File: src/rtl/mdio_eng_pkg.sv
package mdio_eng_pkg;

    localparam int CMD_W      = 32;
    localparam int BUSY_BIT   = 29;
    localparam int FAIL_BIT   = 28;
    localparam int ADDR_W     = 5;
    localparam int DATA_W     = 16;
    localparam int PRE_BITS   = 32;
    localparam int FRAME_BITS = PRE_BITS + 2 + 2 + ADDR_W + ADDR_W + 2 + DATA_W;
    localparam int TA_SLOT    = FRAME_BITS - DATA_W - 2;
    localparam int DATA_SLOT  = FRAME_BITS - DATA_W;
    localparam int SLOT_W     = $clog2(FRAME_BITS);

    localparam logic [1:0] OP_WRITE = 2'b01;
    localparam logic [1:0] OP_READ  = 2'b10;

    typedef logic [SLOT_W-1:0] slot_t;

    typedef struct packed {
        logic [1:0]        op;
        logic [ADDR_W-1:0] phy;
        logic [ADDR_W-1:0] regad;
        logic [DATA_W-1:0] data;
    } mdio_cmd_t;

    function automatic mdio_cmd_t unpack_cmd(input logic [CMD_W-1:0] w);
        return mdio_cmd_t'(w[$bits(mdio_cmd_t)-1:0]);
    endfunction

    function automatic logic [FRAME_BITS-1:0] frame_of(input mdio_cmd_t c);
        return {{PRE_BITS{1'b1}}, 2'b01, c.op, c.phy, c.regad, 2'b10, c.data};
    endfunction

endpackage

File: src/rtl/mdio_clkdiv.sv
module mdio_clkdiv #(
    parameter int HALF_DIV = 2
) (
    input  logic clk,
    input  logic rst,
    input  logic run,
    output logic mdc,
    output logic rise_tick,
    output logic fall_tick
);
    localparam int CW = (HALF_DIV > 1) ? $clog2(HALF_DIV) : 1;
    localparam logic [CW-1:0] LAST = CW'(HALF_DIV - 1);

    logic [CW-1:0] cnt;
    logic          wrap;

    assign wrap      = run && (cnt == LAST);
    assign rise_tick = wrap && !mdc;
    assign fall_tick = wrap && mdc;

    always_ff @(posedge clk) begin
        if (rst || !run) begin
            cnt <= '0;
            mdc <= 1'b0;
        end else if (wrap) begin
            cnt <= '0;
            mdc <= ~mdc;
        end else begin
            cnt <= cnt + 1'b1;
        end
    end
endmodule

File: src/rtl/mdio_serializer.sv
module mdio_serializer
    import mdio_eng_pkg::*;
(
    input  logic              clk,
    input  logic              rst,
    input  logic              launch,
    input  mdio_cmd_t         launch_cmd,
    input  logic              rise_tick,
    input  logic              fall_tick,
    input  logic              mdio_i,
    output logic              mdio_o,
    output logic              mdio_oe,
    output logic              done,
    output logic [DATA_W-1:0] rd_data,
    output logic              rd_fail
);
    localparam slot_t LAST_SLOT = slot_t'(FRAME_BITS - 1);
    localparam slot_t TA1       = slot_t'(TA_SLOT);
    localparam slot_t TA2       = slot_t'(TA_SLOT + 1);
    localparam slot_t D0        = slot_t'(DATA_SLOT);

    logic                  active;
    logic                  is_read;
    logic [FRAME_BITS-1:0] shreg;
    slot_t                 slot;
    logic                  released;

    assign released = is_read && (slot >= TA1);
    assign mdio_oe  = active && !released;
    assign mdio_o   = active ? shreg[FRAME_BITS-1] : 1'b1;
    assign done     = active && fall_tick && (slot == LAST_SLOT);

    always_ff @(posedge clk) begin
        if (rst) begin
            active  <= 1'b0;
            is_read <= 1'b0;
            shreg   <= '0;
            slot    <= '0;
            rd_data <= '0;
            rd_fail <= 1'b0;
        end else if (launch) begin
            active  <= 1'b1;
            is_read <= (launch_cmd.op == OP_READ);
            shreg   <= frame_of(launch_cmd);
            slot    <= '0;
            rd_data <= '0;
            rd_fail <= 1'b0;
        end else if (active) begin
            if (fall_tick) begin
                if (slot == LAST_SLOT) begin
                    active <= 1'b0;
                end else begin
                    slot  <= slot + 1'b1;
                    shreg <= {shreg[FRAME_BITS-2:0], 1'b1};
                end
            end
            if (rise_tick && is_read) begin
                if (slot == TA2 && mdio_i != 1'b0)
                    rd_fail <= 1'b1;
                if (slot >= D0)
                    rd_data <= {rd_data[DATA_W-2:0], mdio_i};
            end
        end
    end
endmodule

File: src/rtl/mdio_cmd_reg.sv
module mdio_cmd_reg
    import mdio_eng_pkg::*;
(
    input  logic              clk,
    input  logic              rst,
    input  logic              we,
    input  logic [CMD_W-1:0]  wdata,
    input  logic              done,
    input  logic [DATA_W-1:0] rd_data,
    input  logic              rd_fail,
    output logic              launch,
    output mdio_cmd_t         launch_cmd,
    output logic              busy,
    output logic [CMD_W-1:0]  rdata
);
    mdio_cmd_t cmd_q;
    logic      busy_q;
    logic      fail_q;
    logic      accept;
    logic      unused_bits;

    assign unused_bits = ^{wdata[CMD_W-1:BUSY_BIT+1], wdata[FAIL_BIT]};
    assign launch_cmd  = unpack_cmd(wdata);
    assign accept      = we && !busy_q;
    assign launch      = accept && wdata[BUSY_BIT];
    assign busy        = busy_q;
    assign rdata       = {{(CMD_W-BUSY_BIT-1){1'b0}}, busy_q, fail_q, cmd_q};

    always_ff @(posedge clk) begin
        if (rst) begin
            cmd_q  <= '0;
            busy_q <= 1'b0;
            fail_q <= 1'b0;
        end else if (accept) begin
            cmd_q  <= launch_cmd;
            busy_q <= wdata[BUSY_BIT];
            if (wdata[BUSY_BIT])
                fail_q <= 1'b0;
        end else if (done) begin
            busy_q <= 1'b0;
            if (cmd_q.op == OP_READ) begin
                cmd_q.data <= rd_data;
                fail_q     <= rd_fail;
            end
        end
    end
endmodule

File: src/rtl/mdio_cmd_engine.sv
module mdio_cmd_engine
    import mdio_eng_pkg::*;
#(
    parameter int HALF_DIV = 2
) (
    input  logic        clk,
    input  logic        rst,
    input  logic        cmd_we,
    input  logic [31:0] cmd_wdata,
    output logic [31:0] cmd_rdata,
    output logic        mdc,
    output logic        mdio_o,
    output logic        mdio_oe,
    input  logic        mdio_i
);
    logic              launch;
    mdio_cmd_t         launch_cmd;
    logic              busy;
    logic              rise_tick;
    logic              fall_tick;
    logic              done;
    logic [DATA_W-1:0] rd_data;
    logic              rd_fail;

    mdio_cmd_reg u_reg (
        .clk        (clk),
        .rst        (rst),
        .we         (cmd_we),
        .wdata      (cmd_wdata),
        .done       (done),
        .rd_data    (rd_data),
        .rd_fail    (rd_fail),
        .launch     (launch),
        .launch_cmd (launch_cmd),
        .busy       (busy),
        .rdata      (cmd_rdata)
    );

    mdio_clkdiv #(.HALF_DIV(HALF_DIV)) u_div (
        .clk       (clk),
        .rst       (rst),
        .run       (busy),
        .mdc       (mdc),
        .rise_tick (rise_tick),
        .fall_tick (fall_tick)
    );

    mdio_serializer u_ser (
        .clk        (clk),
        .rst        (rst),
        .launch     (launch),
        .launch_cmd (launch_cmd),
        .rise_tick  (rise_tick),
        .fall_tick  (fall_tick),
        .mdio_i     (mdio_i),
        .mdio_o     (mdio_o),
        .mdio_oe    (mdio_oe),
        .done       (done),
        .rd_data    (rd_data),
        .rd_fail    (rd_fail)
    );
endmodule

File: config.mk
export PLATFORM = sky130hd
export DESIGN_NAME = mdio_cmd_engine
export DESIGN_NICKNAME = d
export VERILOG_FILES = /design/src/rtl/mdio_eng_pkg.sv /design/src/rtl/mdio_clkdiv.sv /design/src/rtl/mdio_serializer.sv /design/src/rtl/mdio_cmd_reg.sv /design/src/rtl/mdio_cmd_engine.sv
export SDC_FILE = /design/constraint.sdc
export NUM_CORES = 1
export LEC_CHECK = 0
export BUFFER_PORTS_ARGS = -buffer_cell sky130_fd_sc_hd__buf_2
export CORE_MARGIN = 3
export CORE_UTILIZATION = 56
export DETAILED_ROUTE_END_ITERATION = 12
export PLACE_DENSITY = 0.87
export SLEW_MARGIN = 40
export SYNTH_ARGS = -nofsm -noshare
export SYNTH_HDL_FRONTEND = slang
export SYNTH_SLANG_ARGS = --single-unit
File: constraint.sdc
create_clock -name clk -period 2.15 [get_ports clk]
set_clock_uncertainty 0.05 [all_clocks]
set_input_delay 0.43 -clock clk [delete_from_list [all_inputs] [get_ports clk]]
set_output_delay 0.43 -clock clk [all_outputs]
set_load 0.05 [all_outputs]
==> run_results.csv <==
group,metric,value,unit
worst_setup_path,slowest_stage,"dfxtp_2",
logic_synthesis,avgSynthCellArea,8.521,sq um
logic_synthesis,synthCells,554,
logic_synthesis,synth_ff_type,"dfxtp_1",
global_route,antenna_found_initial,0,
global_route,grt_pass1_wl,20.25,mm
global_route,grt_pass1_vias,4216,
timing,timing.final.crit_period,2.143,ns
routing,wl_met3,980,um
global_route,grt_overflow,0,
worst_setup_path,cp_num_buf_inv,2,
power,p_leak,2.413,nW
worst_setup_path,startpoint_type,"flip-flop",
routing,highest_layer,"met4",
clocking,clkTransAtPathRegs,0.06,ns
logic_synthesis,ys_seq_area_frac,0.5131,
power,power_density,1053,nW/um^2
clocking,clk_latency,0.52,ns
routing,dr.pass1.iters,6,
routing,drc,0,
clocking,root_buffer,"clkbuf_8",
cells_and_area,postLayoutCoreUtil,0.7214,
logic_synthesis,netlist-cell-type-count,41,
global_route,grt_max_degree,97,
logic_synthesis,ys.warnings.count,0,
power,p_total,6.050,mW
timing,rsz0062_at_grt,"yes",
worst_setup_path,crit_type,"reg2out",
worst_setup_path,crit_fanout,2,
global_route,grtUsageTotal,0.2573,
routing,wl_per_cell,17.12,um
timing,finalSetupViolCount,0,
worst_setup_path,end_kind,"output pin",
clocking,ctsHoldBuffers,0,
worst_setup_path,max_stage_delay,0.33,ns
die,fp-row-count,32,
placed_design,hpwlAfterDp,6.863,mm
cells_and_area,fillCellCount,572,
worst_setup_path,worstPathRequired,1.67,ns
logic_synthesis,synth_edf_count,0,
routing,wirelength,12.28,mm
worst_setup_path,cp.arrival,1.66,ns
cells_and_area,nNetsFinal,640,
logic_synthesis,async_flop_share,0,
timing,maxSlewHeadroom,0.6131,
routing,routedLengthMet1,4.872,mm
timing,worst_slack,0.007296,ns
timing,hold_viol,0,
timing,worstMarginPinSlew,0.5803,ns
power,ir_drop,0.6320,mV
clocking,clkSinkCount,121,
cells_and_area,antenna_cells,0,
clocking,htree_levels,4,
worst_setup_path,critPathTopFamily,"flip-flops",
routing,vias,4379,
die,coreArea,7968,sq um
logic_synthesis,postSynthRegisterBits,121,
run_status,status,"finished clean",
routing,met2_length,6.195,mm
placed_design,place_ws,0.1889,ns
routing,drt_iter0_drc,422,
routing,viasPerCell,6.107,
die,start_util,0.5925,
placed_design,port-buffer-count,65,
worst_setup_path,cp_cell_sequence,"inv_2 > ha_4 > nor2_2 > o21bai_1 > a31oi_1 > buf_4",
timing,maxSlewViolCount,0,
timing,period_share,0.9966,
timing,fmax,466.7,MHz
clocking,cts_tree,"built",
die,die_w,97.82,um
die,io_pins,71,
worst_hold_path,hold_class,"in2reg",
die,fp.dieArea,9568,sq um
cells_and_area,layout-area-overhead-vs-synth,21.76,%
routing,antenna_left,0,
placed_design,gp_congestion,0.7929,
cells_and_area,drive_gt1_frac,0.2000,
logic_synthesis,syn_area,4721,sq um
job,drv_cap,0,
clocking,cts_buffers,17,
die,die_y,97.82,um
clocking,clk_path_buf_depth,2,
==> cells in the mapped netlist, types with 3 or more instances <==
| master | instances | area, sq um |
|---|---|---|
| buf_2 | 7 | 35.03 |
| o21ai_0 | 4 | 20.02 |
| a21oi_1 | 59 | 295.3 |
| buf_1 | 4 | 15.01 |
| mux2i_1 | 16 | 160.2 |
| nand2_1 | 49 | 183.9 |
| nand3_1 | 31 | 155.2 |
| nor3_1 | 75 | 375.4 |
| or3_1 | 3 | 18.77 |
| nor2_1 | 67 | 251.5 |
| clkbuf_1 | 31 | 116.4 |
| nand2b_1 | 3 | 18.77 |
| inv_1 | 3 | 11.26 |
| buf_4 | 8 | 60.06 |
| nor4_1 | 6 | 37.54 |
| dfxtp_1 | 121 | 2422 |
| a22oi_1 | 38 | 285.3 |
==> registers in the layout, summed over array words and instances (netlist names) <==
register,cells
u_reg.busy,1
u_reg.rdata,28
u_ser.rd_fail,1
u_ser.shreg,64
u_ser.rd_data,16
u_div.mdc,1
u_reg.fail_q,1
u_ser.active,1
u_ser.is_read,1
u_div.cnt,1
u_ser.slot,6
==> path summary, 6_finish.rpt <==
check | startpoint | to | slack [ns] | cells after the start
worst max-delay path | u_ser.slot[0] | mdio_oe | 0.007 | 6
worst min-delay path | cmd_wdata[17] | u_reg.rdata[17] | 0.10 | 3
worst max register to register | u_ser.slot[0] | u_ser.shreg[47] | 0.15 | 7
worst min register to register | u_reg.rdata[1] | u_reg.rdata[1] | 0.40 | 2
==> cell type report <==
class                      count  area [sq um]  share of cell area
sequential                   121          2425              0.4219
multi-input combinational    379          2071              0.3603
timing repair buffer          80         465.4             0.08098
clock buffer                  18         427.9             0.07444
clock inverter                14         220.2             0.03831
tap                          102         127.6             0.02220
inverter                       3         11.26            0.001959
==> report_power, final <==
group / internal (mW) / switching [mW]
clock: 2.04 / 1.07
combinational: 0.163 / 0.361
sequential: 2.35 / 0.0653
total: 4.56 / 1.49
==> stage by stage <==
stage / instances / setup TNS, ns / hold slack [ns] / cell area, sq um
2_1_floorplan: 555 / 0 / 0.3821 / 4725
3_3_place_gp: 684 / 0 / 0.3901 / 5072
3_5_place_dp: 684 / 0 / 0.3941 / 5072
4_1_cts: 717 / 0 / 0.1008 / 5732
5_1_grt: 717 / -0.08560 / 0.1187 / 5748
6_report: 717 / 0 / 0.1044 / 5748
==> placed cells by master, fill, tap and decap left out, types with 6 or more instances in the layout <==
master,instances
mux2i_1,16
a22oi_1,38
buf_2,64
a21oi_1,58
nor3_1,75
buf_4,14
clkbuf_16,16
dfxtp_1,119
nor2_1,66
nor4_1,6
nand2_1,49
nand3_1,31
==> routing by layer <==
layer,vias up,GRT usage
met1,2092,0.3138
met2,212,0.4302
met3,33,0.07929
met5,-,0
met4,0,0.09372
li1,2042,-
==> cells by family (layout without fill, tap and decap cells) <==
logic type | after synthesis | after routing | synth area share
adders and majority gates | 2 | 2 | 0.005300
and+or+nand+nor | 247 | 247 | 0.2457
xor gates and xnor gates | 2 | 2 | 0.003711
DFF | 121 | 121 | 0.5131
other | 1 | 2 | 0.0007944
muxes | 16 | 16 | 0.03392
buffers and inverters | 55 | 115 | 0.05513
AOI/OAI and AO/OA | 110 | 110 | 0.1423
==> worst min-delay path: cells and delay by family <==
kind | cells | cell delay [ns]
AO/OA/AOI/OAI | 1 | 0.05
AND/OR/NAND/NOR | 1 | 0.05
buffers and inverters | 1 | 0.10
==> repair_timing <==
item	in CTS	in global routing
buffers inserted	1	0
endpoints found under the setup margin	1	1
hold endpoints to repair	0	0
gates resized for setup	2	5
pin swaps	1	3
(Power assumes the default switching activity.)
